File: config.mk
export PLATFORM = sky130hd
export DESIGN_NAME = lin_baud_sync
export DESIGN_NICKNAME = d
export VERILOG_FILES = /design/src/rtl/lin_sync_pkg.sv /design/src/rtl/lin_rx_edge.sv /design/src/rtl/lin_break_meter.sv /design/src/rtl/lin_synch_meter.sv /design/src/rtl/lin_baud_sync.sv
export SDC_FILE = /design/constraint.sdc
export NUM_CORES = 1
export LEC_CHECK = 0
export BUFFER_PORTS_ARGS = -buffer_cell sky130_fd_sc_hd__buf_2
export CAP_MARGIN = 20
export CORE_ASPECT_RATIO = 0.5
export CORE_MARGIN = 2
export CORE_UTILIZATION = 45
export CTS_CLUSTER_DIAMETER = 200
export CTS_CLUSTER_SIZE = 30
export DETAILED_ROUTE_END_ITERATION = 10
export MAX_ROUTING_LAYER = met4
export PLACE_DENSITY = 0.62
export SYNTH_ARGS = -nofsm -noshare
export SYNTH_HDL_FRONTEND = slang
export SYNTH_HIERARCHICAL = 1
export SYNTH_SLANG_ARGS = --single-unit
export TNS_END_PERCENT = 1
File: constraint.sdc
create_clock -name clk -period 5.6 [get_ports clk]
set_input_delay 0.56 -clock clk [delete_from_list [all_inputs] [get_ports clk]]
set_output_delay 0.56 -clock clk [all_outputs]
set_load 0.01 [all_outputs]
File: src/rtl/lin_sync_pkg.sv
package lin_sync_pkg;
    localparam int FP_W = 3;

    typedef enum logic [1:0] {
        S_IDLE,
        S_WAIT_START,
        S_MEASURE,
        S_WAIT_STOP
    } sync_st_e;
endpackage

File: src/rtl/lin_rx_edge.sv
module lin_rx_edge #(
    parameter int STAGES = 2
) (
    input  logic clk,
    input  logic rst_n,
    input  logic rxd_i,
    output logic lvl_o,
    output logic fall_o,
    output logic rise_o
);
    typedef struct packed {
        logic [STAGES-1:0] sh;
        logic              prev;
    } edge_t;

    edge_t edge_d, edge_q;

    always_comb begin
        edge_d      = edge_q;
        edge_d.sh   = {edge_q.sh[STAGES-2:0], rxd_i};
        edge_d.prev = edge_q.sh[STAGES-1];
    end

    always_ff @(posedge clk or negedge rst_n) begin
        if (!rst_n) edge_q <= '1;
        else        edge_q <= edge_d;
    end

    assign lvl_o  = edge_q.sh[STAGES-1];
    assign fall_o = edge_q.prev & ~lvl_o;
    assign rise_o = ~edge_q.prev & lvl_o;
endmodule

File: src/rtl/lin_break_meter.sv
module lin_break_meter
    import lin_sync_pkg::*;
#(
    parameter int CNT_W   = 19,
    parameter int BRK_MIN = 11
) (
    input  logic                   clk,
    input  logic                   rst_n,
    input  logic                   lvl_i,
    input  logic                   over8_i,
    input  logic [CNT_W-FP_W-1:0]  cd_i,
    input  logic [FP_W-1:0]        fp_i,
    output logic                   long_o
);
    localparam int LIM_W = CNT_W + 4 + $clog2(BRK_MIN + 1) + 1;

    logic [LIM_W-1:0] per8, lim;
    logic [LIM_W-1:0] low_d, low_q;

    // period in eighths of a clock count, scaled by the oversampling ratio
    always_comb begin
        per8 = LIM_W'({cd_i, fp_i}) << (over8_i ? 3'd3 : 3'd4);
        lim  = per8 * LIM_W'(BRK_MIN);
    end

    always_comb begin
        if (lvl_i)           low_d = '0;
        else if (low_q < lim) low_d = low_q + LIM_W'(8);
        else                 low_d = low_q;
    end

    always_ff @(posedge clk or negedge rst_n) begin
        if (!rst_n) low_q <= '0;
        else        low_q <= low_d;
    end

    assign long_o = (low_q >= lim);
endmodule

File: src/rtl/lin_synch_meter.sv
module lin_synch_meter #(
    parameter int CNT_W = 19
) (
    input  logic             clk,
    input  logic             rst_n,
    input  logic             clr_i,
    input  logic             run_i,
    input  logic             over8_i,
    output logic [CNT_W-1:0] cnt_o,
    output logic             ovf_o
);
    typedef struct packed {
        logic [3:0]       pre;
        logic [CNT_W-1:0] cnt;
        logic             ovf;
    } meter_t;

    meter_t m_d, m_q;

    always_comb begin
        m_d = m_q;
        if (clr_i) begin
            m_d = '0;
        end else if (run_i) begin
            if (m_q.pre == (over8_i ? 4'd7 : 4'd15)) begin
                m_d.pre = '0;
                m_d.cnt = m_q.cnt + CNT_W'(1);
                if (m_q.cnt == '1) m_d.ovf = 1'b1;
            end else begin
                m_d.pre = m_q.pre + 4'd1;
            end
        end
    end

    always_ff @(posedge clk or negedge rst_n) begin
        if (!rst_n) m_q <= '0;
        else        m_q <= m_d;
    end

    assign cnt_o = m_q.cnt;
    assign ovf_o = m_q.ovf;
endmodule

File: src/rtl/lin_baud_sync.sv
module lin_baud_sync
    import lin_sync_pkg::*;
#(
    parameter int CNT_W       = 19,
    parameter int BRK_MIN     = 11,
    parameter int SYNC_STAGES = 2
) (
    input  logic                  clk,
    input  logic                  rst_n,
    input  logic                  rxd_i,
    input  logic                  en_i,
    input  logic                  over8_i,
    input  logic [CNT_W-FP_W-1:0] init_cd_i,
    input  logic [FP_W-1:0]       init_fp_i,
    output logic [CNT_W-FP_W-1:0] cd_o,
    output logic [FP_W-1:0]       fp_o,
    output logic                  upd_o,
    output logic                  err_o
);
    localparam int CD_W = CNT_W - FP_W;

    typedef struct packed {
        sync_st_e        st;
        logic [1:0]      nfall;
        logic [CD_W-1:0] cd;
        logic [FP_W-1:0] fp;
        logic            upd;
        logic            err;
    } sync_t;

    sync_t s_d, s_q;

    logic             rx_lvl, rx_fall, rx_rise;
    logic             long_low;
    logic             meas_clr, meas_run;
    logic [CNT_W-1:0] meter_cnt;
    logic             meter_ovf;
    sync_st_e         st_now;

    lin_rx_edge #(.STAGES(SYNC_STAGES)) u_edge (
        .clk    (clk),
        .rst_n  (rst_n),
        .rxd_i  (rxd_i),
        .lvl_o  (rx_lvl),
        .fall_o (rx_fall),
        .rise_o (rx_rise)
    );

    lin_break_meter #(.CNT_W(CNT_W), .BRK_MIN(BRK_MIN)) u_break (
        .clk     (clk),
        .rst_n   (rst_n),
        .lvl_i   (rx_lvl),
        .over8_i (over8_i),
        .cd_i    (s_q.cd),
        .fp_i    (s_q.fp),
        .long_o  (long_low)
    );

    assign meas_clr = en_i && (s_q.st == S_WAIT_START) && rx_fall;
    assign meas_run = (s_q.st == S_MEASURE);

    lin_synch_meter #(.CNT_W(CNT_W)) u_meter (
        .clk     (clk),
        .rst_n   (rst_n),
        .clr_i   (meas_clr),
        .run_i   (meas_run),
        .over8_i (over8_i),
        .cnt_o   (meter_cnt),
        .ovf_o   (meter_ovf)
    );

    always_comb begin
        s_d     = s_q;
        s_d.upd = 1'b0;
        s_d.err = 1'b0;
        if (!en_i) begin
            s_d.st    = S_IDLE;
            s_d.nfall = '0;
            s_d.cd    = init_cd_i;
            s_d.fp    = init_fp_i;
        end else begin
            case (s_q.st)
                S_IDLE: begin
                    if (rx_rise && long_low) s_d.st = S_WAIT_START;
                end
                S_WAIT_START: begin
                    if (rx_fall) begin
                        s_d.st    = S_MEASURE;
                        s_d.nfall = '0;
                    end
                end
                S_MEASURE: begin
                    // start bit already seen; the fourth edge here closes eight bit times
                    if (rx_fall) begin
                        if (s_q.nfall == 2'd3) s_d.st = S_WAIT_STOP;
                        else                   s_d.nfall = s_q.nfall + 2'd1;
                    end
                end
                S_WAIT_STOP: begin
                    if (rx_rise) begin
                        s_d.st = S_IDLE;
                        if (meter_ovf || (meter_cnt[CNT_W-1:FP_W] == '0)) begin
                            s_d.err = 1'b1;
                        end else begin
                            s_d.cd  = meter_cnt[CNT_W-1:FP_W];
                            s_d.fp  = meter_cnt[FP_W-1:0];
                            s_d.upd = 1'b1;
                        end
                    end
                end
                default: s_d.st = S_IDLE;
            endcase
        end
    end

    always_ff @(posedge clk or negedge rst_n) begin
        if (!rst_n) begin
            s_q     <= '0;
            s_q.st  <= S_IDLE;
        end else begin
            s_q <= s_d;
        end
    end

    assign st_now = s_q.st;
    assign cd_o   = s_q.cd;
    assign fp_o   = s_q.fp;
    assign upd_o  = s_q.upd;
    assign err_o  = s_q.err;
endmodule

* After elaboration in Yosys (flattened, before gate mapping)
Index checks and enable logic that the tools add are counted.
Operators by class: $add $sub $neg 4, multiply operators 1, magnitude comparators 2, equality and inequality tests 16, shifts and indexed selects 1, muxes and demuxes 23, bitwise logic cells 4, reduce and logical (&&, ||, !) cells 15
Operators with widths (count):
- $mux W28 | 2
- $mux W24 | 2
- $mux W21 | 2
- $mux W20 | 2
- $add A28 B4 Y28 const B | 1
- $ge A28 B28 Y1 | 1
- $lt A28 B28 Y1 | 1
- $mul A28 B4 Y28 const B | 1
- $shl A19 B3 Y28 | 1
- $mux W23 | 1
- $add A19 B1 Y19 const B | 1
- $eq A19 B19 Y1 const B | 1
- $logic_not A16 Y1 | 1
- $mux W4 | 4
- $ne A3 B3 Y1 const B | 5
- $mux W2 | 5
- $pmux W2 S4 | 1
- $reduce_bool A2 Y1 | 4
- $eq A2 B2 Y1 const B | 3
- $reduce_and A3 Y1 | 2
- $reduce_and A5 Y1 | 1
- $add A4 B1 Y4 const B | 1
- $eq A4 B4 Y1 | 1
- $ne A2 B1 Y1 const B | 2
- other kinds (15) | 20
Storage, ports and cells: flip-flop bits (word level) 80, input port bits 24, output and inout bits 21, logic and storage cells 78

* Logic depth before layout (Yosys ltp)
Gate-level depths: netlist of run 1.
depth after elaboration 8, gate-level depth with buffers 29, depth with buffers taken out 26

* By module
The synthesis of run 1 kept the hierarchy.
By module, submodules not included:
- lin_break_meter | times used 1, cells each 538, area each 4430.5 um^2, seq. area each 625.6 um^2
- lin_synch_meter | times used 1, cells each 155, area each 1466.4 um^2, seq. area each 600.6 um^2
- lin_baud_sync | times used 1, cells each 146, area each 1402.6 um^2, seq. area each 625.6 um^2
- lin_rx_edge | times used 1, cells each 5, area each 93.8 um^2, seq. area each 78.8 um^2

* Worst setup path after synthesis of run 1
OpenSTA, ideal clock, no wires.
kind input-to-reg, start point in over8_i, end point reg s_q (netlist bit st_now[1]), library setup time 0.079 ns, data arrival time 6.034 ns, slack -0.514 ns, cell stages on the path 26, buffers on the path 3, cells stage by stage buf_1 -> mux2i_1 -> inv_1 -> ha_1 -> inv_1 -> fa_1 -> inv_1 -> ha_1 -> clkbuf_1 -> nand4_1 -> or3_1 -> o2bb2ai_1 -> nand4_1 -> a311o_1 -> xor2_1 -> ha_1 -> nand4_1 -> or4_1 -> o21ai_0 -> a211oi_2 -> buf_2 -> o31ai_1 -> nand2b_1 -> a21oi_1 -> a211oi_1 -> mux2i_1
Between the ends: word-level cells in the longest chain between the ends 7
RTL lines:
- start: declaration | line lin_baud_sync.sv:12 | input logic over8_i,
- $mux W3 | line lin_break_meter.sv:22 | per8 = LIM_W'({cd_i, fp_i}) << (over8_i ? 3'd3 : 3'd4);
- $shl A19 B3 Y28 | line lin_break_meter.sv:22
- $mul A28 B4 Y28 | line lin_break_meter.sv:23 | lim = per8 * LIM_W'(BRK_MIN);
- $ge A28 B28 Y1 | line lin_break_meter.sv:37 | assign long_o = (low_q >= lim);
- via long_low | line lin_baud_sync.sv:34 | logic long_low;
- $logic_and A1 B1 Y1 | line lin_baud_sync.sv:84 | if (rx_rise && long_low) s_d.st = S_WAIT_START;
- $ne A3 B3 Y1 (no line)
- $reduce_and A5 Y1 (no line)
- end: declaration | line lin_baud_sync.sv:31 | sync_t s_d, s_q;
The timed path passes the listed nets, and every way through them passes these cells. A chain may end at the register's enable or synchronous reset.

* Worst setup path in the final report of run 1
start point reg s_q (netlist bit cd_o[0]), end point reg s_q (netlist bit st_now[0])
Between the ends: word-level cells in the longest chain between the ends 6
RTL lines (line):
- $shl A19 B3 Y28 | lin_break_meter.sv:22
- $mul A28 B4 Y28 | lin_break_meter.sv:23
- $ge A28 B28 Y1 | lin_break_meter.sv:37
- via long_low | lin_baud_sync.sv:34
- $logic_and A1 B1 Y1 | lin_baud_sync.sv:84
- $ne A3 B3 Y1 (no line)
- $reduce_and A5 Y1 (no line)
The timed path passes the listed nets, and every way through them passes these cells.

==> metrics.md, run 1 <==
| Metric | Value |
|---|---|
| Power Internal | `between 2 and 2.5 mW` |
| Post-CTS Hold Fix Bufs | `0` |
| Initial drt markers | `356` |
| Routed Antenna Nets | `0` |
| Worst path max stage delay | `0.50 ns` |
| Hold Path End | `u_edge/edge_d[2]` |
| Metal2 WL | `7790 um` |
| Share of synthesized registers carrying an async set or reset | `1.00` |
| Clock Tree Buf Depth | `2` |
| Top-count cell post-synth | `inv_1` |
| WP data arrival | `around 5.6 ns` |
| Fin. Hold Viols | `0` |
| Die Ht | `approximately 95 um` |
| Post-synthesis sequential area ratio | `0.261` |
| CP max-delay cell | `fa_1` |
| Post-DP HPWL | `12900 um` |
| CP required | `between 5 and 6 ns` |
| Vias in the first global route | `5791` |
| Syn_area_per_cell | `a little under 9 um2` |
| Number of distinct library cells after synthesis | `71` |
| Non-Filler Instances | `between 1000 and 1500` |
| Cells after Synth | `about 840` |
| Antenna violations before repair | `0` |
| Total clock sinks | `77` |
| Share of the synthesized area in the top cell type | `0.250` |
| Via-to-Cell Ratio | `5.12` |
| Reg2reg setup slack | `between 0.2 and 0.3 ns` |
| Critical path class | `reg -> reg` |
| Setup Viol. Count Final | `0` |
| Highest Signal Layer | `met4` |
| DP Area | `a little over 0.008 mm2` |
| Max_cap viols | `0` |
| Peak VDD IR | `0.000206 V` |
| Worst hold path class | `in -> reg` |
| Die Width | `about 190 um` |
| Clock Skew | `~0.011 ns` |
| First-pass GRT wire length | `28100 um` |
| Nets | `between 1000 and 1500` |
| Sw Ratio | `0.398` |
| Clk root buf | `clkbuf_16` |
| Initial Utilization | `0.456` |
| Endpoint class of the critical path | `flip-flop` |
| Clock transition at path regs | `0.07 ns` |
| Post-route DRC violation count | `0` |
| Worst Tran Pin Value | `~1.0 ns` |
| Worst-Skew Late Latency | `~0.34 ns` |
| Routability cong. | `about 0.84` |
| Comb pwr share | `0.610` |
| Critical hold path startpoint | `rxd_i` |
| Worst Path Max Fanout | `5` |
| Largest net degree at the start of global routing | `78` |
| Area grow syn2layout | `21.2%` |
| NetSw | `1.34 mW` |
| Met3 WL | `429 um` |
| Lkg Pwr | `4.49 nW` |
| Worst path most repeated cell | `inv_1` |
| Setup TNS | `0 ns` |
| Reg-to-Reg Start | `cd_o[0]` |
| Inserted Diodes | `0` |
| Clock power share | `0.195` |
| GRT Util Overall | `0.207` |
| Syn. warnings | `6` |
| DR WL/cell | `14.6 um` |
| Reg power frac | `0.195` |
| Vias | `6078` |
| CTS tree | `done` |
| Hold path depth | `1` |
| Drt pass-1 iters | `5` |
| Top FF cell, synth | `dfrtp_1` |
| Die area | `0.0175 mm2` |
| CTS Buf Count | `9` |
| H-tree depth | `3` |
| Post-synth EDFFs | `0` |
| Final instance area | `roughly 0.009 mm2` |
| Port Buffers | `44` |
| Reg-to-reg critical path endpoint | `st_now[0]` |
| Synthesized cell area | `around 0.0074 mm2` |
| Wl on met1 | `between 8000 and 9000 um` |
| Site row count | `33` |
| Period minus WS final | `between 5 and 6 ns` |
| #FFs+latches synth | `77` |
| Run status | `complete, no violations` |
| Max-slew violation count | `0` |
| Highest clock rate | `188 MHz` |
| Share of layout cells above drive strength 1 | `0.248` |
| Relative slew margins | `0.313` |
| Crit path launch type | `flip-flop` |
| I/O pin total | `45` |
| Core Box Area | `roughly 0.016 mm2` |
| DRT Wirelength | `around 17000 um` |
| Post-Place Cells | `roughly 1200` |
| Leading cell types by count after synthesis | `119 x inv_1, 85 x ha_1, 79 x nor2_1, 74 x dfrtp_1, 55 x a21oi_1` |
| Final period util | `0.950` |
| Ranking of synthesized cells by area | `dfrtp_1 25%, ha_1 14%, fa_1 6.2%, inv_1 6.0%, nor2_1 4.0%` |
| Area leader, netlist | `dfrtp_1` |
| Hold_ws | `between 0.3 and 0.4 ns` |
| Remaining Overflow, GRT | `0` |
| Power per Cell Area | `roughly 370 mW/mm2` |
| Worst R2R Path Depth | `26` |
power by group through the flow:
stage | registers, mW | clock network, mW | logic (mW)
6_report | 0.656 | 0.655 | 2.05
5_1_grt | 0.662 | 0.694 | 2.30
4_1_cts | 0.656 | 0.670 | 1.89
3_5_place_dp | 0.665 | 0 | 1.88
3_3_place_gp | 0.663 | 0 | 1.83
2_1_floorplan | 0.645 | 0 | 1.22
critical path: cells and delay by family (launching register included):
kind	cells	cell delay, ns
AOI/OAI and AO/OA	10	1.51
xor gates and xnor gates	1	0.16
adders and majority gates	4	1.37
buffers and inverters	4	0.36
DFF	1	0.44
muxes	1	0.20
and+or+nand+nor	6	1.17
flip-flops by register name, indices dropped and copies added (netlist names):
name / flops
u_edge/edge_d: 1
u_edge/lvl_o: 1
u_meter/ovf_o: 1
s_q: 2
u_meter/m_q: 4
u_edge/edge_q: 1
u_meter/cnt_o: 19
cd_o: 16
upd_o: 1
u_break/low_q: 25
st_now: 2
err_o: 1
fp_o: 3
kinds of logic after synthesis:
logic type / synth area share
other: 0.00102
buffers and inverters: 0.117
AOI/OAI and AO/OA: 0.149
adders and majority gates: 0.206
xor gates and xnor gates: 0.0579
DFF: 0.261
and+or+nand+nor: 0.172
muxes: 0.0359
how the worst max path moves through the flow:
| stage | from | endpoint | slack, ns | cells after the start |
|---|---|---|---|---|
| after detailed placement | over8_i | st_now[1] | -0.68 | 27 |
| after global placement | over8_i | st_now[1] | -0.53 | 27 |
| final | cd_o[0] | st_now[0] | 0.28 | 26 |
| after floorplan | over8_i | st_now[0] | 0.0007 | 27 |
| after CTS | over8_i | st_now[0] | 0.04 | 27 |
| after global routing | cd_o[4] | st_now[1] | -0.06 | 26 |
stage by stage:
step | setup slack (ns) | util | power (mW)
finish | 0.282 | 0.552 | 3.36
global route | -0.0635 | 0.552 | 3.66
CTS | 0.0367 | 0.532 | 3.21
detailed placement | -0.679 | 0.511 | 2.54
global placement | -0.533 | 0.510 | 2.49
floorplan | 0.000724 | - | 1.86
cells in the final DEF (no fill, tap or decap), drive strengths merged, types with 22 or more instances in the layout:
master  count
buf       148
nand4      28
mux2i      22
o21ai      28
nor2       79
xor2       33
ha         85
fa         23
nand2      29
dfrtp      74
a21oi      55
inv       121
cell type report:
| class | instances | area (um2) |
|---|---|---|
| Inverter | 120 | 450 |
| Tap cell | 227 | 284 |
| Multi-Input combinational cell | 597 | 4900 |
| Clock buffer | 10 | 229 |
| Fill cell | 1490 | 7260 |
| Timing Repair Buffer | 149 | 1070 |
| Clock inverter | 6 | 93.8 |
| Sequential cell | 77 | 1940 |
repair_timing:
item	in CTS	in global routing
pin swaps	2	21
endpoints found under the hold margin	0	0
gates cloned	0	1
resized for setup	5	47
endpoints found under the setup margin	24	26
buffers inserted	0	13
routing by layer:
layer,track usage,vias to the layer above
met3,0.0332,18
met1,0.290,2899
met2,0.317,71
met5,-,-
met4,0.0430,0
li1,-,3090
Note: power is estimated with default switching activity, not from simulation.
==> inputs of run 2 (changes only) <==
Settings changed: CORE_UTILIZATION 45 to 51, PLACE_DENSITY 0.62 to 0.69.
==> metrics.md, run 2 (synthesis gave the netlist of run 1 again) <==
| Metric | Value |
|---|---|
| Run status | `complete, no violations` |
| Worst Path Max Fanout | `3` |
| Clk root buf | `clkbuf_16` |
| I/O pin total | `45` |
| Total clock sinks | `77` |
| Sw Ratio | `0.413` |
| DP Area | `between 0.008 and 0.009 mm2` |
| Worst path max stage delay | `~0.53 ns` |
| Port Buffers | `44` |
| Power per Cell Area | `between 300 and 400 mW/mm2` |
| Crit path max-delay family | `compound AO/OA/AOI/OAI gates` |
| Drt pass-1 iters | `5` |
| CTS tree | `done` |
| DRT Wirelength | `~17000 um` |
| Area grow syn2layout | `20.0%` |
| Vias | `6128` |
| GRT Util Overall | `0.221` |
| Die area | `roughly 0.016 mm2` |
| Max FFs per register | `25` |
| Setup TNS | `0 ns` |
| Post-route DRC violation count | `0` |
| Worst Path Buf+Inv | `3` |
| Largest net degree at the start of global routing | `78` |
| Inserted Diodes | `0` |
| Clock power share | `0.180` |
| CP required | `between 5 and 6 ns` |
| Max-slew violation count | `0` |
| Post-DP HPWL | `12300 um` |
| Via-to-Cell Ratio | `5.31` |
| Site row count | `31` |
| Antenna violations before repair | `0` |
| Commonest non-fill, non-tap cells in the layout | `116 x inv_1, 98 x buf_4, 79 x ha_1, 78 x nor2_1, 70 x dfrtp_1` |
| Clock Skew | `0.0136 ns` |
| First-pass GRT wire length | `26600 um` |
| Reg-to-Reg Start | `fp_o[1]` |
| CTS Buf Count | `9` |
| Most common cell after layout, fill and taps aside | `inv_1` |
| Highest clock rate | `184 MHz` |
| Die Ht | `a little under 90 um` |
| WP data arrival | `roughly 5.7 ns` |
| Reg2reg setup slack | `about 0.16 ns` |
| Initial Utilization | `0.517` |
| NetSw | `around 1.4 mW` |
| Non-Filler Instances | `between 1000 and 1500` |
| Worst hold path class | `in -> async` |
| Clock transition at path regs | `0.07 ns` |
| Routed Antenna Nets | `0` |
| Reg with most FFs | `u_break/low_q` |
| Remaining Overflow, GRT | `0` |
| Hold_ws | `roughly 0.075 ns` |
| Post-CTS Hold Fix Bufs | `0` |
| Vias in the first global route | `roughly 5500` |
| Dpl ws | `-0.623 ns` |
| Setup Viol. Count Final | `0` |
| Nets | `approximately 1100` |
| Peak VDD IR | `about 0.0002 V` |
| Worst-Skew Late Latency | `between 0.3 and 0.4 ns` |
| DR WL/cell | `around 15 um` |
| H-tree depth | `3` |
| Fin. Hold Viols | `0` |
| Multi-input gate area | `~0.0049 mm2` |
| Routability cong. | `between 0.8 and 0.9` |
| Final period util | `0.972` |
| Power Internal | `roughly 1.9 mW` |
| Share of layout cells above drive strength 1 | `0.245` |
| Period minus WS final | `~5.4 ns` |
| Worst Tran Pin Value | `0.872 ns` |
| Relative slew margins | `0.417` |
| Clock Tree Buf Depth | `2` |
| Crit path launch type | `flip-flop` |
| Post-Place Cells | `between 1000 and 1500` |
| Worst path most repeated cell | `a21oi_2` |
| Max_cap viols | `0` |
| Die Width | `around 170 um` |
| Reg-to-reg critical path endpoint | `st_now[0]` |
| Layout fillers | `around 1200` |
| Final worst setup slack | `between 0.15 and 0.2 ns` |
| Core Box Area | `0.0143 mm2` |
| Endpoint class of the critical path | `flip-flop` |
| Reg area | `0.00194 mm2` |
| CP max-delay cell | `or4_1` |
| Final instance area | `roughly 0.0089 mm2` |
| Comb pwr share | `0.621` |
| Lkg Pwr | `4.46 nW` |
| Reg power frac | `0.199` |
| Worst R2R Path Depth | `25` |
| Initial drt markers | `between 400 and 500` |
| Critical path class | `reg -> reg` |
run 2: cell count changes in the layout (fill, tap and decap cells not counted), sizes merged:
| cell | delta |
|---|---|
| clkbuf | -1 |
| clkinvlp | +1 |
| inv | +1 |
| bufinv | -2 |
| buf | -3 |
run 2: worst max-delay path by stage:
stage / depth (start not counted) / slack (ns) / endpoint / startpoint
4_1_cts: 27 / 0.009 / st_now[1] / over8_i
6_report: 25 / 0.16 / st_now[0] / fp_o[1]
3_3_place_gp: 27 / -0.48 / st_now[1] / over8_i
3_5_place_dp: 27 / -0.62 / st_now[1] / over8_i
5_1_grt: 25 / -0.09 / st_now[0] / fp_o[1]
2_1_floorplan: 27 / 0.0007 / st_now[0] / over8_i
run 2: routing by layer:
metal | wire length [um] | track usage | part of all wire
met5 | 0 | - | 0
met3 | 517 | 0.0340 | 0.031
met4 | 160 | 0.0489 | 0.0096
met1 | 8440 | 0.303 | 0.50
met2 | 7630 | 0.349 | 0.46
run 2: final cells by class:
class | count | share of cell area
timing repair buffer | 145 | 0.117
multi-input combinational | 597 | 0.554
tap | 198 | 0.0279
clock buffer | 10 | 0.0269
inverter | 120 | 0.0508
sequential | 77 | 0.218
clock inverter | 6 | 0.00592
run 2: power by group through the flow:
stage	sequential, mW	clock, mW	combinational [mW]
CTS	0.655	0.599	1.88
global placement	0.661	0	1.81
global route	0.662	0.621	2.30
floorplan	0.645	0	1.22
finish	0.657	0.594	2.05
detailed placement	0.662	0	1.86
run 2: metrics by stage:
step	total power, mW	util
5_1_grt	3.58	0.620
6_report	3.30	0.620
4_1_cts	3.13	0.597
2_1_floorplan	1.86	-
3_5_place_dp	2.52	0.575
3_3_place_gp	2.47	0.575
run 2: worst register-to-register path: cells and delay by family (launching register included):
kind,cells,cell delay (ns)
and+or+nand+nor,4,1.22
adders and majority gates,4,1.17
DFF,1,0.43
muxes,1,0.32
AOI/OAI and AO/OA,12,1.68
xor gates and xnor gates,1,0.16
buffers and inverters,3,0.35
run 2: repair_timing:
action                     CTS  global route
setup endpoints to repair    5            24
pin swaps                    0            18
resized for setup            4            47
setup buffers                0            10
==> inputs of run 3 (changes only) <==
Settings changed: GPL_TIMING_DRIVEN set to 0, PLACE_DENSITY 0.69 to 0.71.
==> metrics.md, run 3 (synthesis gave the netlist of run 1 again) <==
| Metric | Value |
|---|---|
| Highest clock rate | `roughly 180 MHz` |
| Reg with most FFs | `u_break/low_q` |
| Remaining Overflow, GRT | `0` |
| Vias in the first global route | `around 6000` |
| DR WL/cell | `approximately 16 um` |
| Clock Tree Buf Depth | `2` |
| Hold_ws | `0.170 ns` |
| Failing checks | `setup timing` |
| Clock transition at path regs | `roughly 0.070 ns` |
| Clock Skew | `between 0.01 and 0.015 ns` |
| DRT Wirelength | `18300 um` |
| Total clock sinks | `77` |
| Max-slew violation count | `0` |
| Dpl ws | `-1.07 ns` |
| Commonest non-fill, non-tap cells in the layout | `106 x inv_1, 77 x nor2_1, 74 x dfrtp_1, 70 x buf_4, 67 x ha_1` |
| Post-DP HPWL | `approximately 13000 um` |
| Share of layout cells above drive strength 1 | `0.257` |
| H-tree depth | `3` |
| I/O pin total | `45` |
| Non-Filler Instances | `roughly 1200` |
| Largest net degree at the start of global routing | `45` |
| Worst Tran Pin Value | `between 0.5 and 0.6 ns` |
| Run status | `finished, violations left` |
| Post-route DRC violation count | `0` |
| Nets | `roughly 1100` |
| Max FFs per register | `25` |
| Die area | `0.0155 mm2` |
| CTS tree | `done` |
| RSZ-0062 raised after global routing | `true` |
| CTS Buf Count | `9` |
| Worst hold path class | `in -> async` |
| Relative slew margins | `0.644` |
| Routed Antenna Nets | `0` |
| Initial Utilization | `0.517` |
| Clk root buf | `clkbuf_16` |
| CP max-delay cell | `or4_4` |
| Setup Viol. Count Final | `2` |
| Area grow syn2layout | `24.1%` |
| Lkg Pwr | `4.43 nW` |
| Port Buffers | `between 40 and 50` |
| Layout fillers | `1086` |
| Power per Cell Area | `between 300 and 400 mW/mm2` |
| Most common cell after layout, fill and taps aside | `inv_1` |
| Worst-Skew Late Latency | `around 0.35 ns` |
| Period minus WS final | `roughly 5.7 ns` |
| Endpoint class of the critical path | `flip-flop` |
| Power Total | `about 3.3 mW` |
| First-pass GRT wire length | `about 28000 um` |
| Worst path max stage delay | `roughly 0.57 ns` |
| Antenna violations before repair | `1` |
| Die Width | `~170 um` |
| Vias | `6282` |
| Site row count | `31` |
| Worst Path Max Fanout | `6` |
| Final worst setup slack | `-0.104 ns` |
| Peak VDD IR | `about 0.00018 V` |
| Die Ht | `just under 90 um` |
| GRT Util Overall | `0.232` |
| Max_cap viols | `0` |
| Drt pass-1 iters | `5` |
| Reg area | `between 0.0015 and 0.002 mm2` |
| Initial drt markers | `around 430` |
| Crit path launch type | `input port` |
| Via-to-Cell Ratio | `around 5.5` |
| Multi-input gate area | `between 0.005 and 0.006 mm2` |
| Routability cong. | `~0.89` |
| CP required | `around 5.8 ns` |
| Final period util | `1.02` |
| Core Box Area | `between 0.01 and 0.015 mm2` |
| Post-CTS Hold Fix Bufs | `0` |
| Critical path class | `in -> reg` |
| Fin. Hold Viols | `0` |
| WP data arrival | `between 5 and 6 ns` |
| Post-Place Cells | `about 1100` |
[run 3: where the power goes]
part           switching, mW  internal [mW]
logic                   1.09          0.964
registers             0.0603          0.598
clock network          0.270          0.321
total                   1.42           1.88
[run 3: repair_timing]
action	in CTS	in global routing
endpoints found under the setup margin	24	26
resized for setup	58	56
gates cloned	2	0
buffers inserted	9	20
pin swaps	12	33
[run 3: cell type report]
class | count | share of cell area
Tap cell | 198 | 0.0270
Timing Repair Buffer | 75 | 0.0587
Inverter | 120 | 0.0491
Multi-Input combinational cell | 597 | 0.571
Clock inverter | 6 | 0.00587
Clock buffer | 10 | 0.0261
Buffer | 66 | 0.0513
Antenna cell | 1 | 0.000273
Sequential cell | 77 | 0.210
[run 3: routing by layer]
metal	track usage	wire length, um
met1	0.291	8400
met2	0.395	8780
met3	0.0400	706
met4	0.0665	389
met5	-	0
[run 3: final timing paths]
check	start	end	slack, ns	depth (start not counted)
max	over8_i	st_now[0]	-0.10	28
min	rst_n	st_now[0]	0.17	1
max reg2reg	cd_o[1]	st_now[0]	-0.04	28
min reg2reg	u_edge/edge_d[2]	u_edge/lvl_o	0.35	0
max in group asynchronous	rst_n	u_edge/edge_d[2]	4.80	2
min in group clk	rxd_i	u_edge/edge_d[2]	0.32	1
[run 3: critical path, delay by kind of cell]
kind            cells  cell delay [ns]
compound gates     12             1.69
xor+xnor            1             0.17
fa+ha+maj           4             1.34
buf+inv             6             0.60
mux                 1             0.25
simple gates        4             1.32
[run 3: per-stage QoR]
step	area, um2	utilization	setup TNS [ns]
3_3_place_gp	7980	0.558	-15.13
3_5_place_dp	8010	0.560	-14.95
4_1_cts	8760	0.612	0
5_1_grt	9170	0.641	-0.879
2_1_floorplan	7520	-	0
6_report	9170	0.641	-0.144
